**src/rtl/clock_victim_sel.sv**
```systemverilog
module clock_victim_sel #(
  parameter int NFRAMES = 8,
  localparam int IDXW = (NFRAMES > 1) ? $clog2(NFRAMES) : 1
) (
  input  logic            clk,
  input  logic            rst_n,
  input  logic            acc_valid,
  input  logic [IDXW-1:0] acc_idx,
  input  logic            fault_req,
  output logic            done,
  output logic [IDXW-1:0] victim_idx
);

  logic [NFRAMES-1:0] occ_q, ref_q;
  logic [IDXW-1:0]    hand_q, hand_nx, free_idx, victim_q;
  logic               busy_q, done_q;
  logic               has_free, start_free, sweep, hand_hit;

  assign has_free   = ~&occ_q;
  assign start_free = fault_req & ~busy_q & has_free;
  assign sweep      = busy_q | (fault_req & ~has_free);
  assign hand_nx    = (hand_q == IDXW'(NFRAMES - 1)) ? '0 : hand_q + 1'b1;
  assign hand_hit   = ref_q[hand_q] | (acc_valid & (acc_idx == hand_q) & occ_q[hand_q]);

  always_comb begin
    free_idx = '0;
    for (int i = NFRAMES - 1; i >= 0; i--)
      if (!occ_q[i]) free_idx = IDXW'(i);
  end

  always_ff @(posedge clk) begin
    if (!rst_n) begin
      occ_q    <= '0;
      ref_q    <= '0;
      hand_q   <= '0;
      busy_q   <= 1'b0;
      done_q   <= 1'b0;
      victim_q <= '0;
    end else begin
      done_q <= 1'b0;
      for (int i = 0; i < NFRAMES; i++)
        if (acc_valid && acc_idx == IDXW'(i) && occ_q[i]) ref_q[i] <= 1'b1;
      if (start_free) begin
        occ_q[free_idx] <= 1'b1;
        ref_q[free_idx] <= 1'b1;
        victim_q        <= free_idx;
        done_q          <= 1'b1;
      end else if (sweep) begin
        hand_q <= hand_nx;
        if (hand_hit) begin
          ref_q[hand_q] <= 1'b0;
          busy_q        <= 1'b1;
        end else begin
          ref_q[hand_q] <= 1'b1;
          victim_q      <= hand_q;
          done_q        <= 1'b1;
          busy_q        <= 1'b0;
        end
      end
    end
  end

  assign done       = done_q;
  assign victim_idx = victim_q;

endmodule

```
**config.mk**
```make
export PLATFORM = sky130hd
export DESIGN_NAME = clock_victim_sel
export DESIGN_NICKNAME = d
export VERILOG_FILES = /design/src/rtl/clock_victim_sel.sv
export SDC_FILE = /design/constraint.sdc
export NUM_CORES = 1
export LEC_CHECK = 0
export ABC_CLOCK_PERIOD_IN_PS = 5180
export BUFFER_PORTS_ARGS = -buffer_cell sky130_fd_sc_hd__buf_2
export CORE_MARGIN = 4
export CORE_UTILIZATION = 40
export DETAILED_ROUTE_END_ITERATION = 10
export PLACE_DENSITY = 0.55
export SYNTH_ARGS = -nofsm -noshare
export SYNTH_HDL_FRONTEND = slang
export SYNTH_SLANG_ARGS = --single-unit
```
**constraint.sdc**
```tcl
create_clock -name clk -period 5.18 [get_ports clk]
set_clock_uncertainty 0.2 [all_clocks]
set_input_delay 1.036 -clock clk [delete_from_list [all_inputs] [get_ports clk]]
set_output_delay 1.036 -clock clk [all_outputs]
set_load 0.02 [all_outputs]
```
Word-level counts from Yosys, hierarchy flattened
Cells that the tools add are included.
{ "word_totals": {"register_bits": 24, "elab_cells": 102} }
{ "classes": {"n_addsub": 1, "n_reduce_logical": 24, "order_cmp": 4, "n_mux": 43, "n_eq_ne": 10, "bitwise": 14} }
{ "ops": {"columns": ["op", "n"], "rows": [
  ["2-to-1 mux 3 bit", 12],
  ["2-to-1 mux 1 bit", 24],
  ["2-to-1 mux 8 bit", 3],
  ["bitwise OR 8 bit", 3],
  ["logical AND 1 bit", 18],
  ["== test 3 bit, second input constant", 5],
  ["AND 8 bit", 1],
  ["< comparator 3 x 4 -> 1 bit, second input constant", 2],
  ["NOT 8 bit", 1],
  ["AND reduction 8 bit", 1],
  ["binary-select mux 1 bit (select 3 bit)", 2],
  ["demux 1 bit (select 3 bit)", 2],
  ["== test 3 x 2 -> 1 bit, second input constant", 2],
  ["greater-or-equal comparator 3 x 1 -> 1 bit, second input constant", 2],
  ["AND 1 bit", 5],
  ["AND reduction 2 bit", 2],
  ["adder 3 x 1 -> 3 bit, second input constant", 1],
  ["== test 3 x 1 -> 1 bit, second input constant", 1],
  ["== test 3 bit", 1],
  ["zero test 3 bit", 1],
  ["inequality test 2 bit, second input constant", 1],
  ["NOT 1 bit", 2],
  ["bitwise OR 1 bit", 2],
  ["nonzero test 2 bit", 1],
  ["zero test 1 bit", 1]
]} }

Longest topological paths before layout
Gate-level depths: netlist of the first run.
{ "logic_depth": {"ltp_word": 14, "mapped_depth": 7, "depth_no_buf": 5} }

Least setup slack after synthesis of the first run
Ideal clock, no wire load.
{ "synth_timing": {"kind": "input -> register", "start": "input acc_idx[0]", "end": "register victim_q[0] (netlist: victim_idx[0])", "required_time_ns": 4.908, "n_path_buf": 1, "arrival_ns": 1.963, "setup_slack_ns": 2.946, "stages": 6, "cell_sequence": "xnor2_1 nand4_1 o21ai_2 a2bb2o_4 buf_6 mux2i_1"} }
{ "synth_via": {"elab_chain_len": 6} }
{ "synth_rtl": {"columns": ["element", "line", "rtl"], "rows": [
  ["start, declared", "8", "input logic [IDXW-1:0] acc_idx,"],
  ["== test 3 bit", "23", "assign hand_hit = ref_q[hand_q] | (acc_valid & (acc_idx == hand_q) & occ_q[hand_q]);"],
  ["AND 1 bit (2 in a row)", "23", null],
  ["bitwise OR 1 bit", "23", null],
  ["inequality test 2 bit (no source line)", null, null],
  ["AND reduction 2 bit (no source line)", null, null],
  ["end signal, assigned", "46", "victim_q <= free_idx;"],
  ["end signal, assigned", "55", "victim_q <= hand_q;"],
  ["end, declared", "15", "logic [IDXW-1:0] hand_q, hand_nx, free_idx, victim_q;"]
]} }
Every way passes these cells.
A chain may end at the register's enable or synchronous reset.

Final worst setup path of the first run
{ "layout_timing": {"start": "register hand_q[0]", "end": "register victim_q[2] (netlist: victim_idx[2])"} }
{ "layout_via": {"elab_chain_len": 6} }
{ "layout_rtl": {"columns": ["element", "line", "rtl"], "rows": [
  ["start, declared", "15", null],
  ["start signal, assigned", "49", "hand_q <= hand_nx;"],
  ["binary-select mux 1 bit (select 3 bit) / == test 3 bit (equally long branches)", "23", null],
  ["2-to-1 mux 1 bit (not written as such) / AND 1 bit (equally long branches)", "23", null],
  ["AND 1 bit", "23", null],
  ["bitwise OR 1 bit *", "23", null],
  ["inequality test 2 bit (no source line) *", null, null],
  ["AND reduction 2 bit (no source line) *", null, null]
]} }
Mark *: on every way between the ends. The rest lies on a longest branch, timed or not. The select of a mux whose other input is x is not followed.

==> summary.txt, run 1 <==
Placed design
  • Post-DP HPWL: 2340 um
  • Final Wtd Congestion: 0.780
  • Placement-stage cell area: 1460 um2
  • IO Port Bufs: 10
  • Dpl cells: 202

Outcome
  • Status: finished clean

Floorplanning
  • Initial core utilization: 42.0%
  • Die Wd: 67.4 um
  • DIE AREA: 4540 um2
  • Site row count: 21
  • Chip height: 67.4 um
  • Core Region: 3360 um2
  • I/O Pins: 11

Layout
  • FILL cells: 356
  • Layout cell share with drive strength beyond 1: 12.5%
  • Area grow syn2layout: 5.85%
  • Final net count: 170
  • Most frequent cells in the layout: dfxtp_1, nand2_1, mux2i_1
  • Non-Filler Instances: 206
  • Commonest non-fill, non-tap cell in the layout: dfxtp_1
  • Design Area, Final: 1490 um2
  • Antenna cells: 0

STA
  • Worst Tran Pin Value: 0.740 ns
  • Max-slew violations: 0
  • Unrepaired setup endpoints after global routing: no
  • Final setup violation count: 0
  • Final Hold Fails: 0
  • Min cycle time layout: 2.64 ns
  • Post-route clock period utilization: 51.0%
  • Max Freq: 0.378 GHz
  • Final setup TNS: 0 ns
  • Rel. slew slack: 50.6%

Synthesis
  • Post-synthesis register bit count: 24
  • Cell variety after synth: 40
  • Yosys top cell area share: 34.0%
  • Mapped Nets: 166
  • Mean area per synthesized cell: 8.99 um2
  • Synthesized area: 1410 um2
  • Cells after Synth: 157
  • Total number of yosys warnings: 0
  • Post-synthesis sequential area ratio: 34.0%
  • Top post-synthesis cells by area: dfxtp_1, mux2i_1, o21a_1
  • Top cell type by total area after synthesis: dfxtp_1

Pwr
  • Worst vdd ir: 81.3 uV
  • Leakage power: 0.561 nW
  • Combinational Power Share: 9.9%
  • Net Sw Power: 83.5 uW
  • P_int: 244 uW
  • Seq pwr share: 58.7%
  • Cell area power density: 219 nW/um2
  • Clock power share: 31.4%
  • Switching Fraction: 25.5%
  • Power Total: 327 uW

Worst setup path
  • Worst path required time: 5.24 ns
  • RR Endpoint: victim_idx[2]
  • Slowest cell on the critical path: dfxtp_1
  • Worst r2r path cells: 5
  • Reg2reg start: hand_q[0]
  • Crit. End Element: flip-flop
  • CP Cell Sequence: mux2i_1 > mux4_2 > o21ai_2 > a2bb2o_4 > mux2i_1
  • Startpoint type of the worst setup path: flip-flop
  • Worst stage delay on the critical path: 0.82 ns
  • Crit path to: victim_idx[2]
  • Max FO, Critical Path: 18
  • Crit. Startpoint: hand_q[0]
  • Most frequent CP cell: mux2i_1
  • CP arrival: 2.71 ns
  • Worst R2R Setup Slack: 2.54 ns
  • CP Class: reg2reg

CTS
  • Clk buf depth: 2
  • # Post-CTS Setup Buffers: 0
  • # clock sinks: 24
  • Hold Buf Count CTS: 0
  • H-Tree Depth: 1
  • Clock insertion delay at the later pin of the skew report: 0.32 ns
  • Clock Pin Slew Worst Setup and Hold Paths: 0.14 ns
  • Root Buffer Master: clkbuf_4
  • # resized after CTS: 0
  • Clock buffer count from CTS: 3
  • CTS tree: yes

Global route
  • Vias in the first global route: 1,093
  • First-pass GRT wire length: 5640 um
  • Total gr overflow: 0
  • Initial antenna violation count: 0
  • GR Util All Layers: 16.7%
  • Largest net degree at the start of global routing: 22

Detailed routing
  • 1st-iter DRT viols: 142
  • First-pass DRT Iterations: 5
  • DRT Wirelength: 3290 um
  • Via density: 5.70
  • DRC viols: 0
  • Remaining antenna violation count: 0
  • Per-cell routed wire length: 16.0 um
  • Via count: 1,174

Worst hold path
  • Hold crit path type: reg2reg

Job
  • Total of max-cap violations: 0
-- synth_stat cells --
cell	count
ha_1	2
o21a_1	9
a31o_2	1
a41oi_1	2
nor4b_1	2
xnor2_1	3
nor3_1	3
nor2_1	10
and3_1	2
dfxtp_1	24
a2bb2o_4	1
buf_4	1
mux2i_1	12
mux4_1	2
a31oi_2	1
buf_2	1
and4_1	2
inv_1	4
nor4_1	1
nor2b_1	5
a311oi_1	1
clkbuf_1	7
nor4b_2	1
a21o_1	4
nand4_1	2
and2_1	5
nand2b_1	2
buf_6	2
nand2_1	12
a211oi_1	1
nand3_1	1
a21oi_1	10
o41ai_1	1
o21ai_2	1
and4b_1	1
o221ai_1	1
nand4b_1	1
o21ai_0	10
mux4_2	1
a31oi_1	5
-- layout make-up --
| cell class | count | area (um2) | share of cell area (%) |
|---|---|---|---|
| clock buffer | 4 | 36.3 | 2.43 |
| inverter | 4 | 15.0 | 1.01 |
| multi-input combinational | 118 | 855 | 57.2 |
| sequential | 24 | 480 | 32.2 |
| tap | 46 | 57.6 | 3.85 |
| timing repair buffer | 10 | 50.0 | 3.35 |
-- power by group through the flow --
stage	clock, mW	sequential [mW]	combinational [mW]
after floorplan	0	0.195	0.0223
after global placement	0	0.196	0.0315
after detailed placement	0	0.196	0.0321
after CTS	0.107	0.192	0.0324
after global routing	0.115	0.193	0.0365
final	0.103	0.192	0.0325
-- cell families after synthesis --
kind of cell             Yosys count  synth area share (%)
buffers and inverters             15                  5.41
multiplexers                      15                  13.8
flip-flops                        24                  34.0
adder cells (fa/ha/maj)            2                  1.77
AND/OR/NAND/NOR                   50                  19.7
XOR/XNOR                           3                  1.86
AO/OA/AOI/OAI                     48                  23.4
-- sequential cells by signal, indices dropped and copies added (netlist names) --
| signal | cells |
|---|---|
| busy_q | 1 |
| done | 1 |
| hand_q | 3 |
| occ_q | 8 |
| ref_q | 8 |
| victim_idx | 3 |
-- routing by layer --
metal  GRT usage (%)  vias up  wire, um
met5               0        -         0
met4            6.08        0        52
met3            2.00        5       111
met2            24.8       34      1520
met1            24.5      545      1610
li1                -      590         -
-- how the worst min path moves through the flow --
stage                              from             to  cells past startpoint
after floorplan                ref_q[3]       ref_q[3]                      2
after global placement    victim_idx[2]  victim_idx[2]                      2
after detailed placement  victim_idx[0]  victim_idx[0]                      2
after CTS                 victim_idx[0]  victim_idx[0]                      2
after global routing      victim_idx[1]  victim_idx[1]                      2
final                     victim_idx[0]  victim_idx[0]                      2
-- metrics by stage --
stage / hold slack, ns / util (%) / setup WS (ns)
after floorplan: 0.288 / - / 2.95
after global placement: 0.245 / 43.3 / 2.65
after detailed placement: 0.258 / 43.3 / 2.58
after CTS: 0.276 / 44.4 / 2.53
after global routing: 0.325 / 44.4 / 2.34
final: 0.269 / 44.4 / 2.54
-- worst max-delay path, delay by kind of cell, from the launching register on --
family / cells / cell delay [ns]
DFF: 1 / 0.82
AOI/OAI and AO/OA: 2 / 0.68
muxes: 3 / 0.88
Power figures use the tool's default switching activity.
==> run 2: changes to the inputs <==
--- a/config.mk
+++ b/config.mk
@@ -5,7 +5,8 @@
 export SDC_FILE = /design/constraint.sdc
 export NUM_CORES = 1
 export LEC_CHECK = 0
-export ABC_CLOCK_PERIOD_IN_PS = 5180
+export ABC_AREA = 1
+export ABC_CLOCK_PERIOD_IN_PS = 2680
 export BUFFER_PORTS_ARGS = -buffer_cell sky130_fd_sc_hd__buf_2
 export CORE_MARGIN = 4
 export CORE_UTILIZATION = 40
==> constraint.sdc (replaced) <==
create_clock -name clk -period 2.68 [get_ports clk]
set_clock_uncertainty 0.2 [all_clocks]
set_input_delay 0.536 -clock clk [delete_from_list [all_inputs] [get_ports clk]]
set_output_delay 0.536 -clock clk [all_outputs]
set_load 0.02 [all_outputs]
==> summary.txt, run 2 <==
Outcome
  • Status: finished clean

Synthesis
  • Post-synth EDFFs: 0 (unchanged)
  • Synth async-reset ratio: 0% (unchanged)
  • Yosys top cell area share: 29.5% (-4.6 points)
  • Post-synthesis register bit count: 24 (unchanged)
  • Cell with the most instances after synthesis: nand2_1
  • Cell variety after synth: 24 (-40%)
  • Synthesized area: 1630 um2 (+16%)
  • Top cell type by total area after synthesis: dfxtp_1
  • Cells after Synth: 262 (+67%)
  • Mapped Nets: 271 (+63%)
  • Mean area per synthesized cell: 6.22 um2 (-31%)
  • Top post-synthesis cells by area: dfxtp_1, nand2_1, inv_1
  • Commonest cells post-synth: nand2_1, inv_1, nor2_1
  • Synth Flop Type: dfxtp_1
  • Total number of yosys warnings: 0 (unchanged)
  • Post-synthesis sequential area ratio: 29.5% (-4.6 points)

Global route
  • Vias in the first global route: 1,343 (+23%)
  • Met1 usage: 24.9% (+0.39 points)
  • GR Util met3: 2.66% (+0.67 points)
  • Largest net degree at the start of global routing: 19 (-14%)
  • Busiest grt layer: met1
  • Total gr overflow: 0 (unchanged)
  • GR Util All Layers: 16.6% (-0.037 points)
  • Initial antenna violation count: 0 (unchanged)
  • First-pass GRT wire length: 6810 um (+21%)
  • Met2 usage: 24.6% (-0.19 points)

CTS
  • Clock buffer count from CTS: 3 (unchanged)
  • # clock sinks: 24 (unchanged)
  • CTS tree: yes
  • H-Tree Depth: 1 (unchanged)
  • Clock insertion delay at the later pin of the skew report: 0.27 ns (-0.05 ns)
  • Hold Buf Count CTS: 0 (unchanged)
  • # Post-CTS Setup Buffers: 0 (unchanged)
  • Root Buffer Master: clkbuf_8
  • Clock Pin Slew Worst Setup and Hold Paths: 0.09 ns (-0.05 ns)
  • Clk buf depth: 2 (unchanged)
  • # resized after CTS: 0 (unchanged)

Floorplanning
  • Chip height: 71.8 um (+6.6%)
  • Site row count: 22 (+4.8%)
  • I/O Pins: 11 (unchanged)
  • Initial core utilization: 42.9% (+0.95 points)
  • Core Region: 3800 um2 (+13%)
  • DIE AREA: 5160 um2 (+14%)
  • Die Wd: 71.8 um (+6.6%)

Layout
  • FF/Latch Area: 480 um2 (unchanged)
  • Non-Filler Instances: 317 (+54%)
  • Design Area, Final: 1750 um2 (+17%)
  • Area of the multi-input gates: 907 um2 (+6.1%)
  • Commonest non-fill, non-tap cell in the layout: nand2_1
  • Antenna cells: 0 (unchanged)
  • Area grow syn2layout: 7.44%
  • Largest regs: occ_q: 8 flops, ref_q: 8 flops
  • Layout cell share with drive strength beyond 1: 12.6% (+0.14 points)
  • Most frequent cells in the layout: nand2_1, inv_1, nor2_1, nand3_1, dfxtp_1
  • FILL cells: 395 (+11%)
  • Final net count: 279 (+64%)

Worst setup path
  • Slowest cell on the critical path: dfxtp_1
  • Crit. Startpoint: hand_q[0]
  • Startpoint type of the worst setup path: flip-flop
  • Reg2reg start: hand_q[0]
  • Most frequent CP cell: nand2_1
  • Crit. End Element: flip-flop
  • Worst R2R Setup Slack: 0.67 ns (-1.87 ns)
  • CP arrival: 1.96 ns (-0.75 ns)
  • CP Class: reg2reg
  • Worst path required time: 2.63 ns (-2.61 ns)
  • CP Cell Sequence: inv_4 > nand2_1 > nand2_1 > nand2_1 > nand2_1 > nand2_1 > nand2_2 > nand2_4 > nand2_1 > nand2_1 > a21oi_1
  • Crit path to: ref_q[4]
  • Worst r2r path cells: 11 (+6)
  • RR Endpoint: ref_q[4]
  • Worst stage delay on the critical path: 0.71 ns (-0.11 ns)
  • Max FO, Critical Path: 17 (-1)

Pwr
  • Leakage power: 0.819 nW (+46%)
  • Net Sw Power: 188 uW (+120%)
  • P_int: 593 uW (+140%)
  • Clock power share: 41.0% (+9.6 points)
  • Switching Fraction: 24.0% (-1.5 points)
  • Seq pwr share: 47.7% (-11 points)
  • Worst vdd ir: 253 uV (+210%)
  • Cell area power density: 446 nW/um2 (+100%)
  • Combinational Power Share: 11.3% (+1.4 points)

STA
  • Final setup TNS: 0 ns (unchanged)
  • Worst Tran Pin Value: 0.607 ns (-0.133 ns)
  • Final setup violation count: 0 (unchanged)
  • Final Hold Fails: 0 (unchanged)
  • Min cycle time layout: 2.01 ns (-0.629 ns)
  • Max-slew violations: 0 (unchanged)
  • Unrepaired setup endpoints after global routing: no
  • Post-route clock period utilization: 75.2% (+24 points)
  • Max Freq: 0.496 GHz (+31%)
  • Rel. slew slack: 59.5% (+8.9 points)

Placed design
  • Post-DP HPWL: 3030 um (+29%)
  • Dpl cells: 313 (+55%)
  • IO Port Bufs: 10 (unchanged)
  • Final Wtd Congestion: 0.845 (+8.4%)
  • Placement-stage cell area: 1680 um2 (+15%)

Detailed routing
  • 1st-iter DRT viols: 107 (-25%)
  • DRT Wirelength: 4000 um (+22%)
  • Via density: 4.91 (-14%)
  • Remaining antenna violation count: 0 (unchanged)
  • Per-cell routed wire length: 12.6 um (-21%)
  • DRC viols: 0 (unchanged)
  • First-pass DRT Iterations: 4 (-1)
  • Via count: 1,557 (+33%)

Job
  • Total of max-cap violations: 0 (unchanged)

Worst hold path
  • Hold crit path type: reg2reg
-- run 2: critical path: cells and delay by family (launching register included) --
kind	cells	cell delay [ns]
AO/OA/AOI/OAI	1	0.06
buffers and inverters	1	0.17
flip-flops	1	0.71
AND/OR/NAND/NOR	9	0.76
-- run 2: cell families after synthesis --
logic type | count (synthesis) | share of synthesized area (%)
flip-flops | 24 | 29.5
buffers and inverters | 54 | 14.9
adder cells (fa/ha/maj) | 2 | 1.53
AO/OA/AOI/OAI | 36 | 12.5
AND/OR/NAND/NOR | 146 | 41.6
-- run 2: layout make-up --
type | instances | share of cell area [%]
clock buffers | 3 | 2.36
clock inverters | 1 | 1.71
inverters | 46 | 10.0
multi-input cells | 184 | 51.8
flip-flops and latches | 24 | 27.4
well taps | 48 | 3.43
repair buffers | 11 | 3.29
-- run 2: through the flow --
stage	power [mW]	hold WS (ns)	setup WS (ns)	util, %
after floorplan	0.443	0.269	0.961	-
after global placement	0.470	0.298	0.731	44.2
after detailed placement	0.468	0.294	0.694	44.2
after CTS	0.795	0.312	0.667	46.1
after global routing	0.814	0.353	0.424	46.1
final	0.781	0.318	0.666	46.1
-- run 2: power by group through the flow --
stage	registers (mW)	clock network, mW	logic, mW
global route	0.374	0.340	0.100
global placement	0.381	0	0.0891
CTS	0.372	0.335	0.0879
detailed placement	0.381	0	0.0874
finish	0.372	0.320	0.0884
floorplan	0.382	0	0.0602
-- run 2: per-layer routing --
metal / wire length [um] / share of wire (%)
met1: 1990 / 50
met4: 76 / 1.9
met5: 0 / 0
met3: 215 / 5.4
met2: 1720 / 43
-- run 2: worst min path at each step --
stage	slack, ns	cells past startpoint	from	end
CTS	0.31	2	occ_q[5]	occ_q[5]
global route	0.35	2	occ_q[5]	occ_q[5]
finish	0.32	2	occ_q[5]	occ_q[5]
global placement	0.30	2	occ_q[5]	occ_q[5]
detailed placement	0.29	2	occ_q[5]	occ_q[5]
floorplan	0.27	2	occ_q[6]	occ_q[6]
==> run 3: changes to the inputs <==
--- a/config.mk
+++ b/config.mk
@@ -6,12 +6,12 @@
 export NUM_CORES = 1
 export LEC_CHECK = 0
 export ABC_AREA = 1
-export ABC_CLOCK_PERIOD_IN_PS = 2680
+export ABC_CLOCK_PERIOD_IN_PS = 1750
 export BUFFER_PORTS_ARGS = -buffer_cell sky130_fd_sc_hd__buf_2
 export CORE_MARGIN = 4
 export CORE_UTILIZATION = 40
 export DETAILED_ROUTE_END_ITERATION = 10
-export PLACE_DENSITY = 0.55
+export PLACE_DENSITY = 0.57
 export SYNTH_ARGS = -nofsm -noshare
 export SYNTH_HDL_FRONTEND = slang
 export SYNTH_SLANG_ARGS = --single-unit
==> constraint.sdc (replaced) <==
create_clock -name clk -period 1.75 [get_ports clk]
set_clock_uncertainty 0.2 [all_clocks]
set_input_delay 0.35 -clock clk [delete_from_list [all_inputs] [get_ports clk]]
set_output_delay 0.35 -clock clk [all_outputs]
set_load 0.02 [all_outputs]
==> summary.txt, run 3 (synthesis results as in run 2) <==
Outcome
  • Status: finished clean

Pwr
  • Seq pwr share: 54.0% (+6.3 points)
  • Combinational Power Share: 14.4% (+3.1 points)
  • Clock power share: 31.6% (-9.4 points)
  • P_int: 766 uW (+29%)
  • Switching Fraction: 27.3% (+3.3 points)
  • Cell area power density: 555 nW/um2 (+24%)
  • Worst vdd ir: 450 uV (+78%)
  • Net Sw Power: 287 uW (+53%)
  • Leakage power: 0.896 nW (+9.4%)

Layout
  • Largest regs: occ_q: 8 flops, ref_q: 8 flops
  • Final net count: 297 (+6.5%)
  • Most frequent cells in the layout: nand2_1, inv_1, nor2_1, nand3_1
  • Layout cell share with drive strength beyond 1: 22.0% (+9.4 points)
  • Commonest non-fill, non-tap cell in the layout: nand2_1
  • Area grow syn2layout: 16.4%
  • Antenna cells: 0 (unchanged)

Detailed routing
  • Via density: 5.13 (+4.4%)
  • DRT Wirelength: 4450 um (+11%)
  • 1st-iter DRT viols: 86 (-20%)
  • First-pass DRT Iterations: 4 (unchanged)
  • Remaining antenna violation count: 0 (unchanged)
  • Via count: 1,713 (+10%)
  • Per-cell routed wire length: 13.3 um (+5.4%)
  • DRC viols: 0 (unchanged)

STA
  • Hold WS: 0.153 ns (-0.165 ns)
  • Worst Tran Pin Value: 0.451 ns (-0.156 ns)
  • Final setup TNS: 0 ns (unchanged)
  • Rel. slew slack: 69.9% (+10 points)
  • Min cycle time layout: 1.64 ns (-0.372 ns)
  • Final setup violation count: 0 (unchanged)
  • Unrepaired setup endpoints after global routing: yes
  • Post-route clock period utilization: 93.8% (+19 points)
  • Max-slew violations: 0 (unchanged)
  • Final Hold Fails: 0 (unchanged)
  • Max Freq: 0.609 GHz (+23%)

Worst setup path
  • Worst R2R Setup Slack: 0.11 ns (-0.56 ns)
  • Worst r2r path cells: 10 (-1)
  • Worst path required time: 1.71 ns (-0.92 ns)
  • Crit. Startpoint: hand_q[0]
  • Reg2reg start: hand_q[0]
  • RR Endpoint: victim_idx[2]
  • CP Class: reg2reg
  • Crit. End Element: flip-flop
  • Crit path to: victim_idx[2]
  • Max FO, Critical Path: 7 (-10)
  • CP arrival: 1.60 ns (-0.36 ns)
  • Startpoint type of the worst setup path: flip-flop

CTS
  • Clk buf depth: 2 (unchanged)
  • # resized after CTS: 0 (unchanged)
  • Clock buffer count from CTS: 3 (unchanged)
  • Clock Pin Slew Worst Setup and Hold Paths: 0.09 ns (about the same)
  • CTS tree: yes
  • Clock insertion delay at the later pin of the skew report: 0.27 ns (about the same)
  • # Post-CTS Setup Buffers: 0 (unchanged)
  • Hold Buf Count CTS: 0 (unchanged)
  • H-Tree Depth: 1 (unchanged)
  • Root Buffer Master: clkbuf_8
  • # clock sinks: 24 (unchanged)

Global route
  • First-pass GRT wire length: 7290 um (+7.0%)
  • Vias in the first global route: 1,579 (+18%)
  • Total gr overflow: 0 (unchanged)
  • Largest net degree at the start of global routing: 19 (unchanged)
  • Initial antenna violation count: 0 (unchanged)
  • GR Util All Layers: 17.5% (+0.93 points)

Placed design
  • Final Wtd Congestion: 0.857 (+1.4%)
  • Post-DP HPWL: 3350 um (+11%)
  • IO Port Bufs: 10 (unchanged)

Floorplanning
  • Die Wd: 71.8 um (unchanged)
  • Site row count: 22 (unchanged)
  • DIE AREA: 5160 um2 (unchanged)
  • I/O Pins: 11 (unchanged)
  • Chip height: 71.8 um (unchanged)
  • Core Region: 3800 um2 (unchanged)
  • Initial core utilization: 42.9% (unchanged)

Worst hold path
  • Hold crit path type: in2reg

Job
  • Total of max-cap violations: 0 (unchanged)
[run 3: power groups by stage]
stage	registers, mW	clock network [mW]	logic [mW]
after floorplan	0.586	0	0.0922
after global placement	0.582	0	0.145
after detailed placement	0.581	0	0.145
after CTS	0.569	0.347	0.146
after global routing	0.570	0.370	0.167
final	0.569	0.333	0.152
[run 3: final cells by class]
cell class | instances | area (um2)
timing repair buffer | 28 | 189
clock buffer | 3 | 41.3
fill | 405 | 1900
inverter | 46 | 175
sequential | 24 | 492
tap | 48 | 60.1
multi-input combinational | 185 | 941
[run 3: how the worst min path moves through the flow]
stage | from | to | slack [ns] | depth (start not counted)
5_1_grt | rst_n | hand_q[1] | 0.17 | 3
3_3_place_gp | occ_q[7] | occ_q[7] | 0.30 | 2
4_1_cts | rst_n | ref_q[7] | 0.14 | 3
3_5_place_dp | occ_q[7] | occ_q[7] | 0.29 | 2
2_1_floorplan | occ_q[6] | occ_q[6] | 0.27 | 2
6_report | rst_n | ref_q[7] | 0.15 | 3
[run 3: critical path: stages (launching register included)]
cell and delay, ns:
dfxtp_4 0.38, buf_4 0.15, nand2_1 0.06, nand2_1 0.09
nand2_1 0.06, nand2_1 0.06, nand2_1 0.08, nand2_4 0.13
nand3_4 0.12, a21oi_1 0.15, nor2_1 0.06
[run 3: metal layers]
metal / vias up / global-route usage (%) / part of all wire (%) / wire length [um]
met5: - / 0 / 0 / 0
met4: 0 / 4.80 / 0.97 / 43
met3: 8 / 3.93 / 7.2 / 319
met2: 63 / 26.6 / 44 / 1940
met1: 761 / 24.8 / 48 / 2140
li1: 881 / - / - / -
[run 3: per-stage QoR]
step / power, mW / setup slack (ns) / util [%] / cell area, um2 / instances
floorplan: 0.678 / 0.191 / - / 1630 / 262
global placement: 0.727 / 0.0327 / 47.6 / 1810 / 330
detailed placement: 0.726 / 0.0411 / 47.6 / 1810 / 330
CTS: 1.06 / 0.0250 / 48.7 / 1850 / 333
global route: 1.11 / 0.00118 / 50.0 / 1900 / 334
finish: 1.05 / 0.108 / 50.0 / 1900 / 334
